$ cat config.mk
export PLATFORM = sky130hd
export DESIGN_NAME = fdc_data_fifo
export DESIGN_NICKNAME = d
export VERILOG_FILES = /design/src/rtl/fdc_fifo_pkg.sv /design/src/rtl/fdc_byte_queue.sv /design/src/rtl/fdc_crc16_reg.sv /design/src/rtl/fdc_xfer_fsm.sv /design/src/rtl/fdc_data_fifo.sv
export SDC_FILE = /design/constraint.sdc
export NUM_CORES = 1
export LEC_CHECK = 0
export BUFFER_PORTS_ARGS = -buffer_cell sky130_fd_sc_hd__buf_2
export CAP_MARGIN = 30
export CORE_ASPECT_RATIO = 1.75
export CORE_MARGIN = 2
export CORE_UTILIZATION = 38
export CTS_BUF_LIST = sky130_fd_sc_hd__clkbuf_2 sky130_fd_sc_hd__clkbuf_4 sky130_fd_sc_hd__clkbuf_8
export DETAILED_ROUTE_END_ITERATION = 6
export HOLD_SLACK_MARGIN = 0.06
export MAX_ROUTING_LAYER = met4
export PLACE_DENSITY_LB_ADDON = 0.3
export SLEW_MARGIN = 30
export SYNTH_ARGS = -nofsm -noshare
export SYNTH_HDL_FRONTEND = slang
export SYNTH_SLANG_ARGS = --single-unit
$ cat constraint.sdc
create_clock -name clk -period 4.4 [get_ports clk]
set_input_delay 0.44 -clock clk [delete_from_list [all_inputs] [get_ports clk]]
set_output_delay 0.44 -clock clk [all_outputs]
set_load 0.005 [all_outputs]
$ cat src/rtl/fdc_fifo_pkg.sv
`timescale 1ns/1ps
package fdc_fifo_pkg;

    localparam logic [1:0] PH_CMD  = 2'd0;
    localparam logic [1:0] PH_EXEC = 2'd1;
    localparam logic [1:0] PH_RES  = 2'd2;

    typedef enum logic [2:0] {
        ST_CMD,
        ST_XFER,
        ST_PAD,
        ST_CRCH,
        ST_CRCL,
        ST_STOP,
        ST_RES
    } xfer_st_e;

    // One byte through CRC-16, polynomial 0x1021, MSB first
    function automatic logic [15:0] crc16_step(input logic [15:0] c, input logic [7:0] d);
        logic [15:0] r;
        logic        fb;
        r = c;
        for (int i = 7; i >= 0; i--) begin
            fb = r[15] ^ d[i];
            r  = {r[14:0], 1'b0};
            if (fb) r = r ^ 16'h1021;
        end
        return r;
    endfunction

endpackage

$ cat src/rtl/fdc_byte_queue.sv
`timescale 1ns/1ps
module fdc_byte_queue #(
    parameter int  DEPTH = 16,
    localparam int CW    = $clog2(DEPTH + 1),
    localparam int AW    = (DEPTH > 1) ? $clog2(DEPTH) : 1
) (
    input  logic          clk,
    input  logic          rst_n,
    input  logic          flush_i,
    input  logic          push_i,
    input  logic          pop_i,
    input  logic [7:0]    din_i,
    output logic [7:0]    head_o,
    output logic [CW-1:0] count_o
);

    logic [7:0]    mem [DEPTH];
    logic [AW-1:0] rd_ptr, wr_ptr;

    function automatic logic [AW-1:0] bump(input logic [AW-1:0] p);
        return (p == AW'(DEPTH - 1)) ? '0 : p + 1'b1;
    endfunction

    always_ff @(posedge clk or negedge rst_n) begin
        if (!rst_n) begin
            rd_ptr  <= '0;
            wr_ptr  <= '0;
            count_o <= '0;
        end else if (flush_i) begin
            rd_ptr  <= '0;
            wr_ptr  <= '0;
            count_o <= '0;
        end else begin
            if (push_i) wr_ptr <= bump(wr_ptr);
            if (pop_i)  rd_ptr <= bump(rd_ptr);
            unique case ({push_i, pop_i})
                2'b10:   count_o <= count_o + 1'b1;
                2'b01:   count_o <= count_o - 1'b1;
                default: count_o <= count_o;
            endcase
        end
    end

    always_ff @(posedge clk) begin
        if (push_i && !flush_i) mem[wr_ptr] <= din_i;
    end

    assign head_o = mem[rd_ptr];

endmodule

$ cat src/rtl/fdc_crc16_reg.sv
`timescale 1ns/1ps
module fdc_crc16_reg
    import fdc_fifo_pkg::*;
(
    input  logic        clk,
    input  logic        rst_n,
    input  logic        init_i,
    input  logic        upd_i,
    input  logic [7:0]  din_i,
    output logic [15:0] crc_o
);

    always_ff @(posedge clk or negedge rst_n) begin
        if (!rst_n)      crc_o <= 16'hFFFF;
        else if (init_i) crc_o <= 16'hFFFF;
        else if (upd_i)  crc_o <= crc16_step(crc_o, din_i);
    end

endmodule

$ cat src/rtl/fdc_xfer_fsm.sv
`timescale 1ns/1ps
module fdc_xfer_fsm
    import fdc_fifo_pkg::*;
#(
    parameter int  SECTOR_LEN = 8,
    localparam int SW         = $clog2(SECTOR_LEN + 1)
) (
    input  logic     clk,
    input  logic     rst_n,
    input  logic [1:0] phase_i,
    input  logic     dir_write_i,
    input  logic     dev_stb_i,
    input  logic     q_empty_i,
    input  logic     q_full_i,
    output xfer_st_e state_o,
    output logic     enter_o,
    output logic     wdir_o,
    output logic     underrun_o,
    output logic     overrun_o
);

    xfer_st_e      st, st_nx;
    logic [1:0]    phase_q;
    logic [SW-1:0] sent_q;
    logic          last_byte;
    logic          wr_stb;

    assign enter_o   = (phase_i != phase_q);
    assign last_byte = (sent_q == SW'(SECTOR_LEN - 1));
    assign wr_stb    = dev_stb_i && wdir_o && !enter_o;

    // state register, phase tracking, sector counter
    always_ff @(posedge clk or negedge rst_n) begin
        if (!rst_n) begin
            st      <= ST_CMD;
            phase_q <= PH_CMD;
            wdir_o  <= 1'b0;
            sent_q  <= '0;
        end else begin
            st      <= st_nx;
            phase_q <= phase_i;
            if (enter_o) begin
                wdir_o <= dir_write_i;
                sent_q <= '0;
            end else if (wr_stb && (st == ST_XFER || st == ST_PAD)) begin
                sent_q <= sent_q + 1'b1;
            end
        end
    end

    // next state
    always_comb begin
        st_nx = st;
        if (enter_o) begin
            unique case (phase_i)
                PH_EXEC: st_nx = ST_XFER;
                PH_RES:  st_nx = ST_RES;
                default: st_nx = ST_CMD;
            endcase
        end else begin
            unique case (st)
                ST_XFER: begin
                    if (wr_stb) begin
                        if (last_byte)      st_nx = ST_CRCH;
                        else if (q_empty_i) st_nx = ST_PAD;
                    end else if (dev_stb_i && !wdir_o && q_full_i) begin
                        st_nx = ST_STOP;
                    end
                end
                ST_PAD:  if (wr_stb && last_byte) st_nx = ST_CRCH;
                ST_CRCH: if (wr_stb) st_nx = ST_CRCL;
                ST_CRCL: if (wr_stb) st_nx = ST_STOP;
                default: st_nx = st;
            endcase
        end
    end

    // outputs
    always_comb begin
        state_o    = st;
        underrun_o = (st == ST_XFER) && wr_stb && q_empty_i;
        overrun_o  = (st == ST_XFER) && dev_stb_i && !wdir_o && !enter_o && q_full_i;
    end

endmodule

$ cat src/rtl/fdc_data_fifo.sv
`timescale 1ns/1ps
module fdc_data_fifo
    import fdc_fifo_pkg::*;
#(
    parameter int  DEPTH      = 16,
    parameter int  SECTOR_LEN = 8,
    localparam int THR_W      = $clog2(DEPTH),
    localparam int CW         = $clog2(DEPTH + 1)
) (
    input  logic             clk,
    input  logic             rst_n,
    input  logic [1:0]       phase_i,
    input  logic             dir_write_i,
    input  logic             cfg_we_i,
    input  logic             cfg_fifo_en_i,
    input  logic [THR_W-1:0] cfg_thr_i,
    input  logic             host_wr_i,
    input  logic [7:0]       host_wdata_i,
    input  logic             host_rd_i,
    output logic [7:0]       host_rdata_o,
    output logic             rqm_o,
    output logic             dio_o,
    output logic             drq_o,
    input  logic             dev_stb_i,
    input  logic [7:0]       dev_din_i,
    output logic [7:0]       dev_dout_o,
    output logic             ovr_o,
    output logic             udr_o
);

    xfer_st_e         st;
    logic             enter, wdir, underrun, overrun;
    logic             fifo_en_q;
    logic [THR_W-1:0] thr_code_q;
    logic [CW-1:0]    q_count, cap, thr, free_cnt;
    logic [7:0]       q_head, q_din;
    logic             q_push, q_pop, q_empty, q_full;
    logic             in_exec, can_wr, can_rd;
    logic             hw_acc, hr_acc, dev_pop, dev_push;
    logic [15:0]      crc;
    logic             crc_upd;

    fdc_xfer_fsm #(.SECTOR_LEN(SECTOR_LEN)) u_fsm (
        .clk        (clk),
        .rst_n      (rst_n),
        .phase_i    (phase_i),
        .dir_write_i(dir_write_i),
        .dev_stb_i  (dev_stb_i),
        .q_empty_i  (q_empty),
        .q_full_i   (q_full),
        .state_o    (st),
        .enter_o    (enter),
        .wdir_o     (wdir),
        .underrun_o (underrun),
        .overrun_o  (overrun)
    );

    fdc_byte_queue #(.DEPTH(DEPTH)) u_queue (
        .clk    (clk),
        .rst_n  (rst_n),
        .flush_i(enter),
        .push_i (q_push),
        .pop_i  (q_pop),
        .din_i  (q_din),
        .head_o (q_head),
        .count_o(q_count)
    );

    fdc_crc16_reg u_crc (
        .clk   (clk),
        .rst_n (rst_n),
        .init_i(enter),
        .upd_i (crc_upd),
        .din_i (dev_dout_o),
        .crc_o (crc)
    );

    // configuration and sticky flags
    always_ff @(posedge clk or negedge rst_n) begin
        if (!rst_n) begin
            fifo_en_q  <= 1'b0;
            thr_code_q <= '0;
            ovr_o      <= 1'b0;
            udr_o      <= 1'b0;
        end else begin
            if (cfg_we_i) begin
                fifo_en_q  <= cfg_fifo_en_i;
                thr_code_q <= cfg_thr_i;
            end
            if (enter && !(phase_i == PH_EXEC || phase_i == PH_RES)) begin
                ovr_o <= 1'b0;
                udr_o <= 1'b0;
            end else begin
                if (overrun)  ovr_o <= 1'b1;
                if (underrun) udr_o <= 1'b1;
            end
        end
    end

    // capacity, handshake and service request
    always_comb begin
        in_exec  = (st == ST_XFER) || (st == ST_PAD) || (st == ST_CRCH) ||
                   (st == ST_CRCL) || (st == ST_STOP);
        cap      = (fifo_en_q && in_exec) ? CW'(DEPTH) : CW'(1);
        q_empty  = (q_count == '0);
        q_full   = (q_count >= cap);
        thr      = CW'(thr_code_q) + 1'b1;
        free_cnt = CW'(DEPTH) - q_count;
        dio_o    = (st == ST_RES) || (in_exec && !wdir);
        can_wr   = ((st == ST_CMD) || (st == ST_XFER && wdir)) && !q_full;
        can_rd   = dio_o && !q_empty;
        rqm_o    = dio_o ? can_rd : can_wr;
        if (!in_exec)       drq_o = 1'b0;
        else if (!fifo_en_q) drq_o = rqm_o;
        else if (wdir)      drq_o = (st == ST_XFER) && (free_cnt >= thr);
        else                drq_o = (q_count >= thr);
    end

    // byte movement
    always_comb begin
        hw_acc   = host_wr_i && can_wr && !enter && !underrun;
        hr_acc   = host_rd_i && can_rd && !enter;
        dev_pop  = dev_stb_i && !enter && !q_empty &&
                   ((st == ST_CMD) || (st == ST_XFER && wdir));
        dev_push = dev_stb_i && !enter &&
                   ((st == ST_RES && q_empty) || (st == ST_XFER && !wdir && !q_full));
        q_push   = hw_acc || dev_push;
        q_pop    = hr_acc || dev_pop;
        q_din    = hw_acc ? host_wdata_i : dev_din_i;
        crc_upd  = dev_stb_i && !enter && wdir && ((st == ST_XFER) || (st == ST_PAD));
        host_rdata_o = q_head;
    end

    always_comb begin
        unique case (st)
            ST_CMD, ST_XFER: dev_dout_o = q_empty ? 8'h00 : q_head;
            ST_CRCH:         dev_dout_o = crc[15:8];
            ST_CRCL:         dev_dout_o = crc[7:0];
            default:         dev_dout_o = 8'h00;
        endcase
    end

endmodule

==> results.json <==
{
  "setup.worst_path.class": "flip-flop to flip-flop",
  "path_cells": "inv_1 > ha_1 > nor3b_1 > ha_1 > nor4bb_1 > and4_1 > and4b_1 > a2bb2oi_1 > nand2_1 > inv_1 > ha_1 > a21o_1 > a21oi_1 > and2_1 > mux2i_1 > xnor2_1 > nor2_1",
  "rsz0062_at_grt": "false",
  "reg2reg_slack_ns": 0.53,
  "slew_viol_final": 0,
  "yosysSeqAreaShare_pct": 57.8,
  "clock-root-buffer": "clkbuf_8",
  "hpwl_um": 14600,
  "fin_crit_ns": 3.87,
  "post_cts_resized": 0,
  "fmax_mhz": 258,
  "antenna_found_initial": 0,
  "wire_per_inst_um": 19.5,
  "slowest_stage": "dfrtp_1",
  "fin_ws_ns": 0.528,
  "grt_start_max_net_pins": 47,
  "holdCritPathClass": "primary input to flip-flop",
  "dp_slack_ns": 0.626,
  "die-area_um2": 24100,
  "clk_pin_slew_worst_paths_ns": 0.09,
  "r2r-end": "u_queue.count_o[4]",
  "pwr-share-clk_pct": 29.4,
  "cp-endpoint": "u_queue.count_o[4]",
  "synthArstFlopShare_pct": 26.4,
  "p_leak_nw": 3.53,
  "avgViaCountPerCell": 5.44,
  "cp_max_fo": 7,
  "fp.dieH_um": 204,
  "clk_path_buf_depth": 2,
  "critPathLaunchType": "flip-flop",
  "final_common_cell": "edfxtp_1",
  "finalCritPeriodShare_pct": 88.0,
  "switchingPower_w": 0.00104,
  "p_sw_share_pct": 29.2,
  "skew_ns": 0.0191,
  "drv_cap": 0,
  "end_kind": "flip-flop",
  "slew_headroom_pct": 47.8,
  "synth.avg_cell_area_um2": 13.0,
  "start_util_pct": 38.4,
  "final_nets": 781,
  "crit_family": "simple AND/OR/NAND/NOR gates",
  "outcome": "finished clean",
  "worst-endpoint-required_ns": 4.73,
  "cts_tree": "built",
  "layout-drive-gt1-share_pct": 23.3,
  "critPathMostFrequentCell": "ha_1",
  "synth_ff_type": "edfxtp_1",
  "grt_pass1_vias": 5842,
  "wirelength_um": 20200,
  "die_w_um": 118,
  "grt_overflow_total": 0,
  "htreeDepth": 4,
  "grt_usage_pct": 17.7,
  "post-cts-setup-buffers": 0,
  "postSynthCellCount": 665,
  "p_int_w": 0.00251,
  "vias": 5642,
  "worst_slew_pin_slew_ns": 0.776,
  "synth_edf_count": 128,
  "setup_viol": 0,
  "cts.sinks": 174,
  "totalNegativeSetupSlack_ns": 0,
  "postRouteAntennaNets": 0,
  "synth_nets": 721,
  "core-area_um2": 22600,
  "slowest_delay_ns": 0.42,
  "crit_cells": 17,
  "place.gp.congestion": 0.868,
  "syn_to_final_growth_pct": 12.1,
  "num_rows": 73,
  "synthDistinctLibCells": 77,
  "ioPinCount": 51,
  "yosys_warnings": 0,
  "critPathLaunch": "u_queue.count_o[0]",
  "dr.pass1.iters": 5,
  "reg2reg_depth": 17,
  "fillers": 2086,
  "portBuffers": 50,
  "insertedDiodeCount": 0,
  "numCtsBuffers": 17,
  "drc": 0,
  "seqPwrFrac_pct": 51.8,
  "path_buf_inv": 2,
  "postCtsHoldBufs": 1,
  "p_comb_share_pct": 18.8,
  "syn_area_um2": 8670,
  "worstSkewPairLatency_ns": 0.47,
  "hold_viol_final": 0,
  "arrival_ns": 4.20,
  "synth_seq_cells": 174,
  "pwr_density_cell_nw_per_um2": 365,
  "drtIter0Drc": 509,
  "final_cell_mix": "128 x edfxtp_1, 49 x nand2_1, 49 x buf_2",
  "grt_pass1_wl_um": 32000,
  "vdd_drop_max_mv": 0.183,
  "r2r-start": "u_queue.count_o[0]"
}
power groups by stage:
| stage | combinational (W) | clock [W] | sequential, W |
|---|---|---|---|
| final | 0.000668 | 0.00104 | 0.00184 |
| after global routing | 0.000736 | 0.00114 | 0.00184 |
| after CTS | 0.000665 | 0.00108 | 0.00184 |
| after detailed placement | 0.000661 | 0 | 0.00187 |
| after global placement | 0.000645 | 0 | 0.00187 |
| after floorplan | 0.000482 | 0 | 0.00186 |
through the flow:
step | util (%) | hold slack [ns] | cell area [um2] | total power (W) | std cells
after CTS | 43.1 | 0.101 | 9720 | 0.00358 | 1038
after global placement | 41.4 | 0.494 | 9340 | 0.00251 | 1005
after floorplan | - | 0.144 | 8670 | 0.00234 | 665
after detailed placement | 41.4 | 0.493 | 9340 | 0.00253 | 1005
final | 43.1 | 0.137 | 9720 | 0.00355 | 1038
after global routing | 43.1 | 0.106 | 9720 | 0.00372 | 1038
synthesized netlist by cell type (all sizes together), types with 6 or more instances:
master / instances / area (um2)
edfxtp: 128 / 3840
nand2: 50 / 190
mux2i: 38 / 380
nor2: 38 / 143
dfrtp: 30 / 751
a21oi: 29 / 145
nor3: 27 / 140
ha: 25 / 313
clkbuf: 24 / 90.1
inv: 21 / 78.8
mux2: 18 / 203
xnor2: 18 / 158
dfstp: 16 / 420
mux4: 16 / 364
nand3: 14 / 70.1
o21ai: 14 / 70.1
a21o: 13 / 97.6
buf: 13 / 82.6
a22oi: 12 / 90.1
a211oi: 8 / 65.1
nand2b: 8 / 50.1
and2: 7 / 46.3
nand4: 6 / 37.5
xor2: 6 / 52.6
final cells by class:
type / instances / area (um2) / area share (%)
Clock buffer: 18 / 241 / 2.48
Clock inverter: 14 / 130 / 1.34
Inverter: 22 / 82.6 / 0.850
Multi-Input combinational cell: 432 / 3410 / 35.1
Sequential cell: 174 / 5020 / 51.6
Tap cell: 300 / 375 / 3.86
Timing Repair Buffer: 78 / 465 / 4.79
worst register-to-register path, stage by stage, from the launching register on:
cell	delay, ns
dfrtp_1	0.42
inv_1	0.16
ha_1	0.20
nor3b_1	0.23
ha_1	0.37
nor4bb_1	0.33
and4_1	0.28
and4b_1	0.22
a2bb2oi_1	0.21
nand2_1	0.12
inv_1	0.12
ha_1	0.28
a21o_1	0.19
a21oi_1	0.17
and2_1	0.16
mux2i_1	0.08
xnor2_1	0.14
nor2_1	0.06
worst min path at each step:
stage | cells past startpoint | end | start | slack (ns)
floorplan | 0 | fifo_en_q | rst_n | 0.14
global placement | 1 | u_fsm.sent_q[0] | u_fsm.sent_q[0] | 0.49
detailed placement | 1 | thr_code_q[3] | rst_n | 0.49
CTS | 1 | u_fsm.phase_q[0] | phase_i[0] | 0.10
global route | 1 | u_fsm.phase_q[0] | phase_i[0] | 0.11
finish | 1 | u_fsm.phase_q[0] | phase_i[0] | 0.14
metal layers:
| layer | GRT usage, % | share of wire [%] |
|---|---|---|
| met5 | - | 0 |
| met4 | 5.59 | 1.9 |
| met3 | 3.10 | 3.3 |
| met2 | 33.5 | 57 |
| met1 | 18.5 | 38 |
cells by family after synthesis:
logic type / share of synthesized area (%)
buf+inv: 2.94
mux: 10.9
fa+ha+maj: 3.84
simple gates: 10.2
compound gates: 10.6
flops: 57.8
xor+xnor: 3.72
registers in the layout (all words and copies together), names as in the netlist:
register         flops
u_queue.rd_ptr       4
u_crc.crc_o         16
u_fsm.wdir_o         1
u_queue.count_o      5
thr_code_q           4
u_queue.wr_ptr       4
u_fsm.phase_q        2
u_fsm.sent_q         4
u_queue.mem        128
udr_o                1
fifo_en_q            1
u_fsm.state_o        3
ovr_o                1
(Power assumes the default switching activity.)
